===== src/rtl/burst_pkg.sv =====
package burst_pkg;
    localparam int BEAT_W = 2;
    localparam int BEATS  = 1 << BEAT_W;

    typedef logic [BEAT_W-1:0] beat_t;

    typedef enum logic {
        SRC_CPU = 1'b0,
        SRC_CTL = 1'b1
    } src_e;

    typedef struct packed {
        beat_t beat;
    } ctr_state_t;

    function automatic beat_t step_linear(beat_t base, beat_t beat);
        return beat_t'(base + beat);
    endfunction
endpackage


===== src/rtl/burst_load_arb.sv =====
module burst_load_arb
    import burst_pkg::*;
(
    input  logic strobe_cpu,
    input  logic strobe_ctl,
    output logic load,
    output src_e src
);
    always_comb begin
        load = strobe_cpu | strobe_ctl;
        // processor strobe has priority when both are high
        src  = strobe_cpu ? SRC_CPU : SRC_CTL;
    end
endmodule


===== src/rtl/burst_beat_ctr.sv =====
module burst_beat_ctr
    import burst_pkg::*;
(
    input  logic  clk,
    input  logic  rst_n,
    input  logic  load,
    input  logic  advance,
    output beat_t beat_q
);
    ctr_state_t st_d, st_q;

    always_comb begin
        st_d = st_q;
        if (load) begin
            st_d.beat = '0;
        end else if (advance) begin
            st_d.beat = beat_t'(st_q.beat + beat_t'(1));
        end
    end

    always_ff @(posedge clk) begin
        if (!rst_n) begin
            st_q <= '0;
        end else begin
            st_q <= st_d;
        end
    end

    assign beat_q = st_q.beat;
endmodule


===== src/rtl/burst_order_map.sv =====
module burst_order_map
    import burst_pkg::*;
(
    input  beat_t base_low,
    input  beat_t beat,
    input  logic  order_lin,
    output beat_t low_out
);
    beat_t inter_low;
    beat_t lin_low;

    genvar i;
    generate
        for (i = 0; i < BEAT_W; i++) begin : g_xor
            assign inter_low[i] = base_low[i] ^ beat[i];
        end
    endgenerate

    always_comb begin
        lin_low = step_linear(base_low, beat);
        low_out = order_lin ? lin_low : inter_low;
    end
endmodule


===== src/rtl/burst_addr_gen.sv =====
module burst_addr_gen
    import burst_pkg::*;
#(
    parameter int ADDR_W = 18
) (
    input  logic              clk,
    input  logic              rst_n,
    input  logic [ADDR_W-1:0] addr_in,
    input  logic              strobe_cpu,
    input  logic              strobe_ctl,
    input  logic              advance,
    input  logic              order_lin,
    output logic [ADDR_W-1:0] mem_addr,
    output logic              src_ctl
);
    localparam int UP_W = ADDR_W - BEAT_W;

    typedef struct packed {
        logic [ADDR_W-1:0] base;
        src_e              src;
    } base_state_t;

    base_state_t bs_d, bs_q;
    logic        load;
    src_e        load_src;
    beat_t       beat_q;
    beat_t       low_bits;

    burst_load_arb u_arb (
        .strobe_cpu (strobe_cpu),
        .strobe_ctl (strobe_ctl),
        .load       (load),
        .src        (load_src)
    );

    burst_beat_ctr u_ctr (
        .clk     (clk),
        .rst_n   (rst_n),
        .load    (load),
        .advance (advance),
        .beat_q  (beat_q)
    );

    always_comb begin
        bs_d = bs_q;
        if (load) begin
            bs_d.base = addr_in;
            bs_d.src  = load_src;
        end
    end

    always_ff @(posedge clk) begin
        if (!rst_n) begin
            bs_q <= '{base: '0, src: SRC_CPU};
        end else begin
            bs_q <= bs_d;
        end
    end

    burst_order_map u_map (
        .base_low  (bs_q.base[BEAT_W-1:0]),
        .beat      (beat_q),
        .order_lin (order_lin),
        .low_out   (low_bits)
    );

    logic [UP_W-1:0] upper_bits;
    assign upper_bits = bs_q.base[ADDR_W-1:BEAT_W];
    assign mem_addr   = {upper_bits, low_bits};
    assign src_ctl    = (bs_q.src == SRC_CTL);
endmodule


===== config.mk =====
export PLATFORM = sky130hd
export DESIGN_NAME = burst_addr_gen
export DESIGN_NICKNAME = d
export VERILOG_FILES = /design/src/rtl/burst_pkg.sv /design/src/rtl/burst_load_arb.sv /design/src/rtl/burst_beat_ctr.sv /design/src/rtl/burst_order_map.sv /design/src/rtl/burst_addr_gen.sv
export SDC_FILE = /design/constraint.sdc
export NUM_CORES = 1
export LEC_CHECK = 0
export ABC_AREA = 1
export ABC_CLOCK_PERIOD_IN_PS = 900
export BUFFER_PORTS_ARGS = -buffer_cell sky130_fd_sc_hd__buf_2
export CAP_MARGIN = 5
export CORE_ASPECT_RATIO = 0.7
export CORE_MARGIN = 2
export CORE_UTILIZATION = 49
export CTS_BUF_LIST = sky130_fd_sc_hd__clkbuf_4
export DETAILED_ROUTE_END_ITERATION = 12
export PLACE_DENSITY = 0.93
export SYNTH_ARGS = -nofsm -noshare
export SYNTH_HDL_FRONTEND = slang
export SYNTH_SLANG_ARGS = --single-unit

===== constraint.sdc =====
create_clock -name clk -period 0.9 [get_ports clk]
set_input_delay 0.09 -clock clk [delete_from_list [all_inputs] [get_ports clk]]
set_output_delay 0.09 -clock clk [all_outputs]
set_load 0.01 [all_outputs]

==> run_results.csv <==
group,metric,value,unit
floorplanning,dieWidth,59.39,um
floorplanning,core,1936,um2
grt,grt-ovfl-total,0,
clock_network,clk_pin_slew,0.12,ns
detailed_routing,final_antenna_net_count,0,
pwr,swShare,27.83,%
sta,fin_ws,-0.3796,ns
logic_synthesis,mappedNetlistArea,1052,um2
sta,period_needed,1.280,ns
detailed_routing,drt_iter0_drc,47,
setup_path,end_kind,"primary output",
place,dp_cells,171,
pwr,switchingPower,0.5387,mW
clock_network,cts_tree,"done",
floorplanning,fp.dieArea,2540,um2
pwr,clkPwrFrac,24.0,%
detailed_routing,drt-total-wl,2.302,mm
floorplanning,die_h,42.77,um
setup_path,cp.arrival,1.19,ns
sta,setup_tns,-0.5802,ns
sta,max_freq,781.5,MHz
pwr,fin_total_pwr,1.936,mW
layout,layout-drive-gt1-share,62.11,%
pwr,p_leak,0.6621,nW
layout,area_delta_synth_final,29.37,%
grt,met3_usage,6.402,%
layout,final_cell_count_no_fill,183,
grt,use_met2,28.79,%
sta,maxSlewHeadroom,77.91,%
grt,grt_pass1_vias,820,
outcome,status,"finished, violations left",
detailed_routing,firstDrtPassIters,4,
pwr,cell_internal_pwr,1.397,mW
setup_path,crit_path_start_kind,"flop",
pwr,p_seq_share,54.2,%
logic_synthesis,synth.distinct_cells,17,
place,gp_congestion,0.7229,
min_path,min_path_type,"in -> reg",
detailed_routing,vias_per_cell,4.978,
grt,grt_max_degree,21,
clock_network,cts.path.max_buffers,2,
outcome,violations,"negative setup slack",
logic_synthesis,yosys_warnings,0,
floorplanning,start_util,54.36,%
flow_run,maxCapViolCount,0,
logic_synthesis,ys_seq_elements,21,
setup_path,slowest_stage,"dfxtp_2",
logic_synthesis,seq_area_frac_synth,39.95,%
place,place_hpwl,1.557,mm
pwr,power_density,1422,nW/um2
logic_synthesis,synthesis.instances,123,
sta,finClkSkew,0.00002631,ns
place,port_buffers,42,
setup_path,path_cells,"ha_4, nand2_4, nand3_1, nand2_1, inv_1, buf_2",
sta,slew_viol_final,0,
layout,fin_nets,187,
logic_synthesis,synth_top_family_by_area,"simple AND/OR/NAND/NOR gates",
logic_synthesis,synthSimpleGateAreaFrac,28.66,%
clock_network,cts_inserted_buffers,3,
setup_path,critPathRequiredTime,0.81,ns
logic_synthesis,synth_adder_area_share,1.189,%
logic_synthesis,synth-compound-area-share,9.037,%
sta,setup_viol,2,
setup_path,slowest_delay,0.35,ns
clock_network,ctsRootBufferMaster,"clkbuf_4",
grt,antenna_found_initial,0,
floorplanning,io_pins,43,
clock_network,cts.sinks,21,
logic_synthesis,avgSynthCellArea,8.555,um2
setup_path,cp_max_fo,2,
sta,tightest_slew,0.3313,ns
grt,grt_usage,18.16,%
pwr,peakVddDrop,1.072,mV
sta,timing.final.crit_share,142.2,%
clock_network,htreeDepth,1,
grt,met1_usage,22.74,%
detailed_routing,wl_per_cell,12.58,um
pwr,p_comb_share,21.8,%
logic_synthesis,syn_nets,148,
clock_network,clk-insertion-delay-late,0.31,ns
layout,fin_util,70.33,%
detailed_routing,vias,911,
setup_path,path_class,"reg -> out",
logic_synthesis,synth.mux.area_fraction,0,%
sta,final_hold_viol_count,0,
logic_synthesis,synth_xor_area_share,0,%
grt,top_usage_layer,"met2",
sta,rsz0062_at_grt,"yes",
grt,grt_pass1_wl,3.436,mm
layout,diodes,0,
detailed_routing,drc,0,
floorplanning,num_rows,13,
## worst max-delay path, delay by kind of cell (launching register included)
family,cells,cell delay (ns)
AND/OR/NAND/NOR,3,0.21
adder cells (fa/ha/maj),1,0.16
flip-flops,1,0.35
buffers and inverters,2,0.15
## flip-flops by register name, indices dropped and copies added, names as in the netlist
register      cells
mem_addr         16
u_ctr.beat_q      2
bs_q              2
src_ctl           1
## power by group through the flow
stage                     Combinational [mW]  Sequential (mW)  Clock (mW)
after floorplan                        0.276             1.04           0
after global placement                 0.318             1.04           0
after detailed placement               0.330             1.05           0
after CTS                              0.347             1.03       0.477
after global routing                   0.466             1.06       0.509
final                                  0.423             1.05       0.464
## routing by layer
layer / routed length [um] / share of wire (%) / vias up
met3: 143 / 6.2 / 4
met2: 1163 / 51 / 31
li1: - / - / 460
met5: 0 / 0 / -
met1: 972 / 42 / 416
met4: 23 / 1.0 / 0
## kinds of logic (layout without fill, tap and decap cells)
family,after synthesis,in the layout
AND/OR/NAND/NOR,54,54
adder cells (fa/ha/maj),1,1
buffers and inverters,28,66
flip-flops,21,21
AO/OA/AOI/OAI,19,19
## stage by stage
stage	hold slack, ns	setup slack (ns)	instance area (um2)
final	0.006614	-0.3796	1361
after detailed placement	0.3374	-0.07289	1139
after global placement	0.3302	-0.03927	1139
after global routing	0.01918	-0.4278	1361
after CTS	0.006875	-0.3841	1214
after floorplan	0.2363	0.05142	1052
## final timing paths
path                                                   start                      endpoint  slack (ns)  depth (start not counted)
worst max register to register  u_ctr.beat_q[0]$_SDFFE_PP0P_  u_ctr.beat_q[0]$_SDFFE_PP0P_        0.06                          4
worst min-delay path                              addr_in[3]      mem_addr[3]$_SDFFE_PN0P_       0.007                          3
worst max-delay path                    bs_q[1]$_SDFFE_PN0P_                   mem_addr[1]       -0.38                          6
worst min register to register     mem_addr[17]$_SDFFE_PN0P_     mem_addr[17]$_SDFFE_PN0P_        0.49                          2
## cells in the mapped netlist
master   count  area share [%]
dfxtp_1     21              40
nor2_1      20             7.1
buf_4       16              11
nor3_2      11              10
nand2_1     10             3.6
o21ai_0     10             4.8
o21ai_1      9             4.3
nor3_1       8             3.8
inv_1        5             1.8
buf_6        3             3.2
buf_12       2             3.8
buf_2        2            0.95
nand3_1      2            0.95
ha_1         1             1.2
nand2_4      1             1.1
nor2_2       1            0.59
nor2_4       1             1.1
## layout by cell type (no fill, tap or decap)
master / n
nor2_4: 1
nand2_1: 9
ha_4: 1
clkbuf_4: 3
buf_6: 13
dfxtp_2: 21
nand3_1: 1
buf_4: 14
inv_1: 3
nor2_2: 1
clkinv_2: 1
nand3_2: 1
inv_2: 2
nor3_2: 11
nand2_4: 2
o21ai_1: 9
buf_2: 29
o21ai_0: 10
nor2_1: 20
dlygate4sd3_1: 1
nor3_1: 8
## layout make-up
| type | instances | area, um2 |
|---|---|---|
| clock buffer | 3 | 22.52 |
| clock inverter | 1 | 5.005 |
| fill | 146 | 574.3 |
| inverter | 5 | 18.77 |
| multi-input combinational | 74 | 434.2 |
| sequential | 21 | 446.7 |
| tap | 22 | 27.53 |
| timing repair buffer | 57 | 406.6 |
## what timing repair did
item,CTS,global route
endpoints found under the setup margin,11,20
pin swaps,4,3
setup buffers,1,6
resized for setup,17,24
hold buffers,0,1
hold endpoints to repair,0,1
(Power assumes the default switching activity.)
